--- config.mk ---
export PLATFORM = sky130hd
export DESIGN_NAME = rtc_prescale_chain
export DESIGN_NICKNAME = d
export VERILOG_FILES = /design/src/rtl/rtc_pre_pkg.sv /design/src/rtl/rtc_async_div.sv /design/src/rtl/rtc_subsec_ctr.sv /design/src/rtl/rtc_prescale_chain.sv
export SDC_FILE = /design/constraint.sdc
export NUM_CORES = 1
export LEC_CHECK = 0
export BUFFER_PORTS_ARGS = -buffer_cell sky130_fd_sc_hd__buf_4
export CAP_MARGIN = 20
export CORE_ASPECT_RATIO = 1.75
export CORE_MARGIN = 8
export CORE_UTILIZATION = 45
export DETAILED_ROUTE_END_ITERATION = 16
export PLACE_DENSITY = 0.69
export SLEW_MARGIN = 10
export SYNTH_ARGS = -nofsm -noshare
export SYNTH_HDL_FRONTEND = slang
export SYNTH_SLANG_ARGS = --single-unit
--- constraint.sdc ---
create_clock -name clk -period 1.8 [get_ports clk]
set_input_delay 0.09 -clock clk [delete_from_list [all_inputs] [get_ports clk]]
set_output_delay 0.09 -clock clk [all_outputs]
set_load 0.01 [all_outputs]
--- src/rtl/rtc_pre_pkg.sv ---
package rtc_pre_pkg;
    localparam int unsigned DIV_A_W   = 7;
    localparam int unsigned DIV_S_W   = 15;
    localparam int unsigned DIV_A_RST = 127;
    localparam int unsigned DIV_S_RST = 255;
endpackage

--- src/rtl/rtc_async_div.sv ---
module rtc_async_div #(
    parameter int unsigned W = 7
) (
    input  logic         clk,
    input  logic         rst_n,
    input  logic         clr,
    input  logic [W-1:0] div,
    output logic         tick
);
    typedef struct packed {
        logic [W-1:0] cnt;
    } state_t;

    state_t st_d, st_q;
    logic   at_end;

    always_comb begin
        st_d   = st_q;
        at_end = (st_q.cnt == div);
        tick   = at_end && !clr;
        if (clr || at_end) begin
            st_d.cnt = '0;
        end else begin
            st_d.cnt = st_q.cnt + 1'b1;
        end
    end

    always_ff @(posedge clk) begin
        if (!rst_n) st_q <= '0;
        else        st_q <= st_d;
    end


    cnt_bound_chk: assert property (@(posedge clk) disable iff (!rst_n)
        !clr |-> st_q.cnt <= div);


    wrap_after_tick_chk: assert property (@(posedge clk) disable iff (!rst_n)
        tick |=> st_q.cnt == '0);
endmodule

--- src/rtl/rtc_subsec_ctr.sv ---
module rtc_subsec_ctr #(
    parameter int unsigned W   = 15,
    parameter logic [W-1:0] RST = '0
) (
    input  logic         clk,
    input  logic         rst_n,
    input  logic         clr,
    input  logic [W-1:0] reload_val,
    input  logic         step,
    output logic         tick,
    output logic [W-1:0] count
);
    typedef struct packed {
        logic [W-1:0] cnt;
    } state_t;

    state_t st_d, st_q;
    logic   empty;

    always_comb begin
        st_d  = st_q;
        empty = (st_q.cnt == '0);
        tick  = step && empty && !clr;
        if (clr) begin
            st_d.cnt = reload_val;
        end else if (step) begin
            st_d.cnt = empty ? reload_val : st_q.cnt - 1'b1;
        end
        count = st_q.cnt;
    end

    always_ff @(posedge clk) begin
        if (!rst_n) st_q.cnt <= RST;
        else        st_q     <= st_d;
    end


    hold_when_idle_chk: assert property (@(posedge clk) disable iff (!rst_n)
        (!step && !clr) |=> $stable(st_q.cnt));
endmodule

--- src/rtl/rtc_prescale_chain.sv ---
module rtc_prescale_chain
    import rtc_pre_pkg::*;
#(
    parameter int unsigned A_W   = DIV_A_W,
    parameter int unsigned S_W   = DIV_S_W,
    parameter int unsigned A_RST = DIV_A_RST,
    parameter int unsigned S_RST = DIV_S_RST
) (
    input  logic           clk,
    input  logic           rst_n,
    input  logic [A_W-1:0] div_a_in,
    input  logic [S_W-1:0] div_s_in,
    input  logic           load,
    output logic           tick_async,
    output logic           tick_cal,
    output logic [S_W-1:0] subsec
);
    localparam logic [A_W-1:0] A_INIT = A_W'(A_RST);
    localparam logic [S_W-1:0] S_INIT = S_W'(S_RST);

    typedef struct packed {
        logic [A_W-1:0] a;
        logic [S_W-1:0] s;
    } div_t;

    div_t           dv_d, dv_q;
    logic [S_W-1:0] reload_val;

    always_comb begin
        dv_d = dv_q;
        if (load) begin
            dv_d.a = div_a_in;
            dv_d.s = div_s_in;
        end
        reload_val = load ? div_s_in : dv_q.s;
    end

    always_ff @(posedge clk) begin
        if (!rst_n) begin
            dv_q.a <= A_INIT;
            dv_q.s <= S_INIT;
        end else begin
            dv_q <= dv_d;
        end
    end

    rtc_async_div #(.W(A_W)) u_async (
        .clk   (clk),
        .rst_n (rst_n),
        .clr   (load),
        .div   (dv_q.a),
        .tick  (tick_async)
    );

    rtc_subsec_ctr #(.W(S_W), .RST(S_INIT)) u_sync (
        .clk        (clk),
        .rst_n      (rst_n),
        .clr        (load),
        .reload_val (reload_val),
        .step       (tick_async),
        .tick       (tick_cal),
        .count      (subsec)
    );


    cal_needs_async_chk: assert property (@(posedge clk) disable iff (!rst_n)
        tick_cal |-> (tick_async && subsec == '0));


    step_value_chk: assert property (@(posedge clk) disable iff (!rst_n)
        (tick_async && subsec != '0) |=> subsec == $past(subsec) - 1'b1);


    load_restart_chk: assert property (@(posedge clk) disable iff (!rst_n)
        load |=> subsec == $past(div_s_in));


    load_quiet_chk: assert property (@(posedge clk) disable iff (!rst_n)
        load |-> (!tick_async && !tick_cal));


    div_hold_chk: assert property (@(posedge clk) disable iff (!rst_n)
        !load |=> (dv_q.a == $past(dv_q.a) && dv_q.s == $past(dv_q.s)));
endmodule

==> impl_metrics.csv <==
group,metric,value,unit
logic_synthesis,synth_area,2260,um2
clock_network,numClockSinks,44,
logic_synthesis,yosysUniqueCellTypes,63,
routing,drc,0,
floorplan,die_h,110,um
status,status,"finished with violations",
final_layout,n_antenna_cell,0,
timing,tightest_slew,0.630,ns
worst_hold_path,whs_path_depth,3,
worst_setup_path,arrival,2.12,ns
place,dpl_worst_slack,-0.165,ns
worst_setup_path,worstSetupPathType,"reg2reg",
floorplan,num_rows,34,
routing,via_count,2316,
global_routing,grt_pass1_vias,2396,
worst_setup_path,cp_max_fo,6,
worst_setup_path,crit_buf_inv,4,
power,power_density,669,nW/um2
worst_setup_path,cpLargestDelayFamily,"buffers and inverters",
timing,hold_viol_final,0,
power,ir_drop,0.775,mV
logic_synthesis,synth_top_area_frac,0.389,
timing,clock.fmax,527,MHz
worst_setup_path,reg2reg_depth,10,
logic_synthesis,ys_warn_count,0,
timing,min_period_over_period,1.05,
routing,finalWirelength,7150,um
worst_setup_path,end_kind,"register",
routing,drtIter0Drc,181,
logic_synthesis,yosysSeqAreaShare,0.389,
floorplan,dieArea,7640,um2
timing,skew,0.0136,ns
worst_setup_path,path_depth,10,
status,failed_checks,"negative setup slack",
floorplan,start_util,0.462,
clock_network,htree_levels,2,
power,swShare,0.267,
final_layout,areaGrowthSynthToFinish,47.7,%
worst_setup_path,worstSetupStartpointType,"register",
logic_synthesis,netlist_top_cells_area,"dfxtp_1, mux2i_1, nand2_1, nor2_1, a21oi_1",
clock_network,clock_latency,0.31,ns
power,power_leakage,1.38,nW
final_layout,drive_above_1_share,0.472,
clock_network,cts_buffer_depth,2,
worst_setup_path,slowest_delay,0.34,ns
timing,relSlewSlack,0.577,
clock_network,cts_made_buffers,5,
timing,fin_hold_ws,0.000673,ns
timing,setup_ws,-0.0979,ns
power,pwr-share-seq,0.478,
logic_synthesis,syn_area_per_cell,9.05,um2
place,place_inst,376,
final_layout,final_cells,397,
final_layout,nFillCells,397,
global_routing,grt_remaining_overflow,0,
timing,setup_viol,12,
clock_network,clockRootBuffer,"clkbuf_8",
power,p_int,1.64,mW
power,p_clk_frac,0.343,
logic_synthesis,synth-edff-count,0,
place,place_hpwl,4840,um
logic_synthesis,synth_ff_type,"dfxtp_1",
worst_hold_path,hp-class,"in2reg",
clock_network,cts.reportedPaths.clkPinSlew,0.08,ns
place,placed_cell_area,2880,um2
routing,ant_nets,0,
final_layout,final_area,3340,um2
timing,min_period,1.90,ns
timing,slew_violations,0,
floorplan,design.core.area,4890,um2
logic_synthesis,syn-instance-count,250,
routing,viasPerCell,5.83,
global_routing,grt_usage,0.177,
power,combPwrFrac,0.179,
final_layout,final_nets,370,
worst_setup_path,crit_chain,"inv_4, ha_4, nor4b_4, buf_4, nand4_1, buf_6, buf_8, mux2i_1, o21a_1, o221ai_1",
floorplan,die_w,69.6,um
worst_setup_path,critical_path_required,2.02,ns
run,maxCapViolations,0,
logic_synthesis,synth_most_common_cell,"dfxtp_1",
global_routing,grt_antenna_before_repair,0,
logic_synthesis,ys_ff_latch,44,
place,io_buffer_count,41,
clock_network,cts_tree,"built",
logic_synthesis,async_reset_ff_frac,0,
logic_synthesis,synth_nets,278,
power,netSwitchingPower,0.597,mW
floorplan,io_pins,42,
global_routing,grt_max_degree,26,
worst_setup_path,crit_slowest_cell,"dfxtp_2",
routing,drt-wirelength-per-cell,18.0,um
logic_synthesis,synth_top_area_cell,"dfxtp_1",
place,finalWeightedCongestion,0.937,
power,power,2.23,mW
logic_synthesis,ys_top_cells_by_count,"dfxtp_1, nand2_1, nor2_1, a21oi_1, mux2i_1",
routing,dr.pass1.iters,4,
global_routing,grt_pass1_wl,10900,um
timing,rsz0062_at_grt,"true",
[stage by stage]
stage / util / setup TNS, ns
3_3_place_gp: 0.588 / -0.558
5_1_grt: 0.683 / -2.07
6_report: 0.683 / -0.712
4_1_cts: 0.653 / -0.506
2_1_floorplan: - / -0.113
3_5_place_dp: 0.588 / -0.642
[worst reg2reg max path, cell delays in order, from the launching register on]
cell and delay, ns:
dfxtp_2 0.34, inv_4 0.08, ha_4 0.12, nor4b_4 0.19
buf_4 0.16, nand4_1 0.17, buf_6 0.21, buf_8 0.13
mux2i_1 0.11, o21a_1 0.16, o221ai_1 0.15
[layout make-up]
cell class	instances	area, um2	area share
Clock buffer	6	72.6	0.0217
Multi-Input combinational cell	186	1460	0.436
Clock inverter	2	35.0	0.0105
Sequential cell	44	896	0.268
Inverter	7	31.3	0.00936
Tap cell	54	67.6	0.0202
Timing Repair Buffer	98	783	0.234
[worst paths after layout]
check | slack [ns] | to | startpoint
setup reg to reg | -0.1 | u_sync.count[4] | u_sync.count[0]
hold reg to reg | 0.48 | dv_q[11] | dv_q[11]
hold / removal | 0.0007 | dv_q[20] | div_a_in[5]
setup / recovery | -0.1 | u_sync.count[4] | u_sync.count[0]
[power groups by stage]
stage                     combinational (mW)  clock [mW]  sequential [mW]
after floorplan                        0.174           0             1.09
after global placement                 0.347           0             1.08
after detailed placement               0.351           0             1.08
after CTS                              0.378       0.765             1.06
after global routing                   0.429       0.801             1.07
final                                  0.400       0.766             1.07
[sequential cells by signal, indices dropped and copies added, names as in the netlist]
| name | count |
|---|---|
| u_async.st_q | 7 |
| u_sync.count | 15 |
| dv_q | 22 |
[layer usage]
layer | routed length, um | up-vias | track usage
li1 | - | 1095 | -
met1 | 2570 | 1101 | 0.162
met4 | 366 | 0 | 0.119
met5 | 0 | - | 0
met3 | 334 | 32 | 0.0379
met2 | 3870 | 88 | 0.342
[cells by family (layout without fill, tap and decap cells)]
| group | Yosys count | count (layout) | share of synthesized area |
|---|---|---|---|
| xor+xnor | 12 | 12 | 0.0465 |
| fa+ha+maj | 3 | 3 | 0.0166 |
| flops | 44 | 44 | 0.389 |
| mux | 14 | 14 | 0.0619 |
| simple gates | 93 | 93 | 0.219 |
| buf+inv | 20 | 113 | 0.0608 |
| compound gates | 64 | 64 | 0.206 |
[cell usage in the layout, fill, tap and decap left out, types with 3 or more instances in the layout]
cell type,instances
buf_6,10
a21oi_1,13
or3_4,3
xnor2_1,4
nor2_1,18
nand3_1,6
buf_4,86
o21a_1,3
mux2i_1,14
o21ai_0,4
xor2_1,7
inv_1,4
a31oi_1,3
nor3_1,4
nand2_2,3
dfxtp_2,12
dfxtp_1,32
clkbuf_8,5
o21ai_1,4
nand2_1,27
[what timing repair did]
action / 4_1_cts / 5_1_grt
pin swaps: 4 / 9
hold buffers: 1 / 0
setup endpoints to repair: 13 / 23
setup buffers: 9 / 3
endpoints found under the hold margin: 1 / 0
gates cloned: 1 / 0
resized for setup: 34 / 35
Note: power is estimated with default switching activity, not from simulation.
